--- config.mk ---
export PLATFORM = sky130hd
export DESIGN_NAME = pmon_counter_slice
export DESIGN_NICKNAME = d
export VERILOG_FILES = /design/src/rtl/pmon_counter_slice.sv
export SDC_FILE = /design/constraint.sdc
export NUM_CORES = 1
export LEC_CHECK = 0
export BUFFER_PORTS_ARGS = -buffer_cell sky130_fd_sc_hd__buf_2
export CORE_MARGIN = 5
export CORE_UTILIZATION = 50
export DETAILED_ROUTE_END_ITERATION = 16
export PLACE_DENSITY = 0.83
export SLEW_MARGIN = 20
export SYNTH_ARGS = -nofsm -noshare
export SYNTH_HDL_FRONTEND = slang
export SYNTH_SLANG_ARGS = --single-unit
--- constraint.sdc ---
create_clock -name clk -period 5.38 [get_ports clk]
set_input_delay 1.076 -clock clk [delete_from_list [all_inputs] [get_ports clk]]
set_output_delay 1.076 -clock clk [all_outputs]
set_load 0.01 [all_outputs]
--- src/rtl/pmon_counter_slice.sv ---
module pmon_counter_slice #(
  parameter int CNT_W = 32
) (
  input  logic        clk,
  input  logic        rst_n,
  input  logic        event_in,
  input  logic [1:0]  priv_lvl,
  input  logic        mon_en,
  input  logic [1:0]  reg_sel,
  input  logic        reg_wr,
  input  logic [63:0] reg_wdata,
  output logic [63:0] reg_rdata,
  output logic        irq_pulse,
  output logic        ext_notify
);

  localparam logic [1:0] SEL_CNT = 2'd0;
  localparam logic [1:0] SEL_CFG = 2'd1;
  localparam logic [1:0] SEL_STS = 2'd2;

  logic [CNT_W-1:0] cnt_q;
  logic [3:0]       plm;
  logic             ev, oi, flag_q;
  logic [7:0]       evsel_q;
  logic             ovf_q, frz_q;

  logic wr_data, wr_cfg, wr_sts, cnt_step, wrap;

  assign wr_data  = reg_wr && reg_sel == SEL_CNT;
  assign wr_cfg   = reg_wr && reg_sel == SEL_CFG;
  assign wr_sts   = reg_wr && reg_sel == SEL_STS;
  assign cnt_step = event_in && mon_en && plm[priv_lvl] && !frz_q;
  assign wrap     = cnt_step && !wr_data && (&cnt_q);

  always_ff @(posedge clk or negedge rst_n) begin
    if (!rst_n) begin
      plm     <= '0;
      ev      <= 1'b0;
      oi      <= 1'b0;
      flag_q  <= 1'b0;
      evsel_q <= '0;
    end else if (wr_cfg) begin
      plm     <= reg_wdata[3:0];
      ev      <= reg_wdata[4];
      oi      <= reg_wdata[5];
      flag_q  <= reg_wdata[6];
      evsel_q <= reg_wdata[15:8];
    end
  end

  always_ff @(posedge clk or negedge rst_n) begin
    if (!rst_n)
      cnt_q <= '0;
    else if (plm == 4'd0)
      cnt_q <= '0;
    else if (wr_data)
      cnt_q <= reg_wdata[CNT_W-1:0];
    else if (cnt_step)
      cnt_q <= cnt_q + 1'b1;
  end

  always_ff @(posedge clk or negedge rst_n) begin
    if (!rst_n) begin
      ovf_q      <= 1'b0;
      frz_q      <= 1'b0;
      irq_pulse  <= 1'b0;
      ext_notify <= 1'b0;
    end else begin
      if (wrap)
        ovf_q <= 1'b1;
      else if (wr_sts)
        ovf_q <= reg_wdata[0];
      if (wrap && oi)
        frz_q <= 1'b1;
      else if (wr_sts)
        frz_q <= reg_wdata[1];
      irq_pulse  <= wrap && oi && !ovf_q;
      ext_notify <= wrap && ev;
    end
  end

  always_comb begin
    reg_rdata = '0;
    case (reg_sel)
      SEL_CNT: reg_rdata = 64'(cnt_q);
      SEL_CFG: reg_rdata = {48'd0, evsel_q, 1'b0, flag_q, oi, ev, plm};
      SEL_STS: reg_rdata = {62'd0, frz_q, ovf_q};
      default: reg_rdata = '0;
    endcase
  end

endmodule


## After elaboration in Yosys (flattened, before gate mapping)

Cells that the tools add are included.

- Input port bits: 73
- Word-level logic and storage cells: 44
- Output and inout bits: 66
- Bits in registers: 51

- Magnitude comparators: 1
- Eq/ne operators: 2
- Muxes and demuxes: 10
- $add $sub $neg: 1
- Reductions and logical operators: 20

Operators by type and width:

| operator | number |
|---|---|
| $mux 32 | 3 |
| $pmux 32 s3 | 1 |
| $add 32x1->32 const B | 1 |
| $reduce_and 32->1 | 1 |
| $logic_and 1x1->1 | 11 |
| $mux 1 | 5 |
| $logic_not 4->1 | 1 |
| $reduce_bool 2->1 | 2 |
| $logic_not 1->1 | 3 |
| $lt 2x3->1 const B | 1 |
| $reduce_bool 3->1 | 1 |
| $bmux 1 s2 | 1 |
| $eq 2x1->1 const B | 1 |
| $eq 2x2->1 const B | 1 |
| $logic_not 2->1 | 1 |

## Longest topological paths before layout

- Depth after elaboration: 8
- Mapped depth: 7

## Worst setup path after synthesis

Ideal clock, no wire load.

- Kind: input -> output
- Start point: input port reg_sel[0]
- End point: output port reg_rdata[11]
- Path slack: 2.265 ns
- Data required time: 4.304 ns
- Cell stages on the path: 4
- Data arrival time: 2.039 ns
- Path through: buf_2 -> buf_1 -> mux2i_1 -> nor2_1

- Word-level cells in the longest chain between the ends: 2

Ends and longest elaborated chain:

| element | RTL line | text |
|---|---|---|
| from (decl) | 9 | `input logic [1:0] reg_sel,` |
| $eq 2x2->1, or another cell as far along | 84 | `case (reg_sel)` |
| $pmux 32 s3 (*) | 84 |  |
| to (decl) | 12 | `output logic [63:0] reg_rdata,` |

Mark *: on every way between the ends. The rest lies on a longest branch, timed or not.

## Worst setup path in the final report

- Start point: input port reg_sel[0]
- End point: output port reg_rdata[31]

The elaborated chain is that of the path after synthesis.

==> flow_metrics.py <==
metrics = {
    "yosys": {
        "netlist_instances": 347,
        "synth.most_common_cell": "dfrtp_1",
        "synth_top_family_by_area": "simple AND/OR/NAND/NOR gates",
        "synthTopCellsByArea": "dfrtp_1, buf_4, xor2_1",
        "synth_top_area_cell": "dfrtp_1",
        "synth-compound-area-share_pct": 10.62,
        "synth.cells.most_frequent": "dfrtp_1, buf_4, o21ai_0",
        "yosys.area.top_type_share_pct": 39.10,
        "ys_ff_latch": 51,
        "ys_async_sr_fraction_pct": 100.0,
        "yosys_warnings": 0,
        "synth_area_per_cell_um2": 9.407,
        "synthSimpleGateAreaFrac_pct": 20.51,
        "syn_area_um2": 3264,
        "synthFlopType": "dfrtp_1",
        "yosys-mux-area-fraction_pct": 11.42,
        "ys_types": 43,
        "synth-xor-area-share_pct": 7.781,
        "synth-edff-count": 0,
        "ys_seq_area_share_pct": 39.10,
        "synthAdderAreaFrac_pct": 0.3833,
    },
    "timing": {
        "worstMarginPinSlew_ns": 0.8497,
        "rsz0062_at_grt": "false",
        "finalSetupViolCount": 0,
        "tns_ns": 0,
        "fmax_mhz": 280.3,
        "relSlewSlack_pct": 43.18,
        "period_share_pct": 66.32,
        "period_minus_slack_ns": 3.568,
        "finalHoldViolations": 0,
        "setup_ws_ns": 1.812,
        "slew_viol_final": 0,
        "worst_clock_skew_ns": 0.01204,
    },
    "global_route": {
        "grt_overflow": 0,
        "busiest_layer": "met2",
        "grt.met1_usage_pct": 23.92,
        "grt.met3_usage_pct": 4.000,
        "grt_antenna_before_repair": 0,
        "grt_first_pass_wirelength_um": 13170,
        "grt_max_degree": 52,
        "first_global_vias": 2753,
        "track_usage_pct": 19.10,
        "grtUsageMet2_pct": 33.47,
    },
    "setup_path": {
        "start_kind": "input port",
        "reg2reg_slack_ns": 3.35,
        "cp.arrival_ns": 2.49,
        "criticalPathCategory": "in2out",
        "required_ns": 4.30,
        "cp-end-kind": "primary output",
        "crit_path_max_fanout": 20,
    },
    "routing": {
        "wl_um": 7857,
        "drc": 0,
        "drtIter0Drc": 104,
        "wire_per_inst_um": 16.13,
        "drtPass1Iterations": 5,
        "viasPerCell": 5.456,
        "drtAntennaViolNets": 0,
        "num_vias": 2657,
    },
    "clock_network": {
        "clk_path_buf_depth": 2,
        "tritoncts": "done",
        "cts_buffers": 5,
        "postCtsSetupRepairBufs": 0,
        "ctsResizeCount": 0,
        "cts_sinks": 51,
        "cts_root_buf": "clkbuf_8",
        "hold_buffers": 0,
        "cts_max_level": 2,
        "path_clk_slew_ns": 0.09,
        "clk_latency_ns": 0.31,
    },
    "power_and_ir_drop": {
        "leakage_nw": 1.733,
        "power.switching_w": 0.0004448,
        "vdd_ir_drop_max_v": 0.0001803,
        "p_int_w": 0.0007781,
        "seq_power_share_pct": 51.1,
        "finalPower_w": 0.001223,
        "pwr-share-comb_pct": 28.8,
        "powerDensity_nw_per_um2": 335.6,
        "clockPowerShare_pct": 20.1,
        "switching_share_pct": 36.37,
    },
    "floorplan": {
        "die-area_um2": 8245,
        "io_pins": 139,
        "die_height_um": 90.80,
        "core_area_um2": 6350,
        "start_util_pct": 51.41,
        "num_rows": 29,
        "dieWidth_um": 90.80,
    },
    "placement": {
        "place_area_um2": 3543,
        "place_congestion": 0.8683,
        "pre_cts_slack_ns": 1.794,
        "hpwl_um": 5632,
        "io_buffers": 74,
    },
    "finish": {
        "area_delta_synth_final_pct": 11.61,
        "fill_cells": 601,
        "fin_area_um2": 3643,
        "final_util_pct": 57.38,
        "diodes": 0,
        "layout.nets": 483,
        "layout-drive-gt1-share_pct": 26.34,
    },
    "outcome": {
        "outcome": "finished clean",
    },
    "min_path": {
        "hp-class": "reg2reg",
    },
    "flow_run": {
        "drv_cap": 0,
    },
}
[routing by layer]
layer / part of all wire [%] / up-vias
met1: 41 / 1288
met4: 1.2 / 0
li1: - / 1283
met5: 0 / -
met3: 5.7 / 9
met2: 52 / 77
[state kept, by name, summed over array words and instances (netlist names)]
register and flops:
ovf_q 1, ext_notify 1, evsel_q 8, frz_q 1, plm 4, cnt_q 32, ev 1, flag_q 1
irq_pulse 1, oi 1
[area by class of cell]
| type | instances | area [um2] | area share [%] |
|---|---|---|---|
| sequential | 51 | 1276 | 35.03 |
| clock buffer | 8 | 100.1 | 2.747 |
| tap | 77 | 96.34 | 2.644 |
| multi-input combinational | 273 | 1775 | 48.73 |
| timing repair buffer | 76 | 387.9 | 10.65 |
| inverter | 2 | 7.507 | 0.2060 |
[cell usage in the layout, fill, tap and decap left out, drive strengths merged, types with 2 or more instances in the layout]
master	n
nand3	12
nand2	15
nor2	22
a21oi	27
nand4	18
and3	8
nor4	2
dfrtp	51
inv	2
xnor2	4
and4	4
mux2i	17
mux2	16
a211oi	4
and2	18
conb	32
and3b	2
xor2	25
clkbuf	8
buf	76
o21ai	30
nor3	6
[kinds of logic (layout without fill, tap and decap cells)]
kind of cell / Yosys count / after routing
AND/OR/NAND/NOR: 112 / 112
AO/OA/AOI/OAI: 65 / 65
buffers and inverters: 54 / 86
flip-flops: 51 / 51
multiplexers: 34 / 34
XOR/XNOR: 29 / 29
adder cells (fa/ha/maj): 1 / 1
other: 1 / 32
[power groups by stage]
| stage | Sequential [W] | Combinational [W] | Clock [W] |
|---|---|---|---|
| 4_1_cts | 0.000623 | 0.000356 | 0.000251 |
| 3_3_place_gp | 0.000620 | 0.000340 | 0 |
| 5_1_grt | 0.000643 | 0.000395 | 0.000271 |
| 6_report | 0.000625 | 0.000352 | 0.000246 |
| 2_1_floorplan | 0.000594 | 0.000277 | 0 |
| 3_5_place_dp | 0.000630 | 0.000353 | 0 |
[critical path, stage by stage]
cell and delay [ns]:
buf_2 0.29, nor2_1 0.72, and2_1 0.25, buf_2 0.14
[final timing paths]
check,start,to,cells after the start
min,evsel_q[0]$_DFFE_PN0P_,evsel_q[0]$_DFFE_PN0P_,1
max reg2reg,cnt_q[3]$_DFFE_PN0P_,cnt_q[28]$_DFFE_PN0P_,5
min reg2reg,evsel_q[0]$_DFFE_PN0P_,evsel_q[0]$_DFFE_PN0P_,1
max in group asynchronous,rst_n,cnt_q[18]$_DFFE_PN0P_,1
max,reg_sel[0],reg_rdata[31],4
min in group asynchronous,rst_n,evsel_q[0]$_DFFE_PN0P_,1
[per-stage QoR]
| stage | hold slack (ns) | cells |
|---|---|---|
| floorplan | 0.4702 | 378 |
| global route | 0.5392 | 487 |
| finish | 0.5193 | 487 |
| CTS | 0.5210 | 487 |
| detailed placement | 0.4941 | 479 |
| global placement | 0.4867 | 479 |
Note: power is estimated with default switching activity, not from simulation.
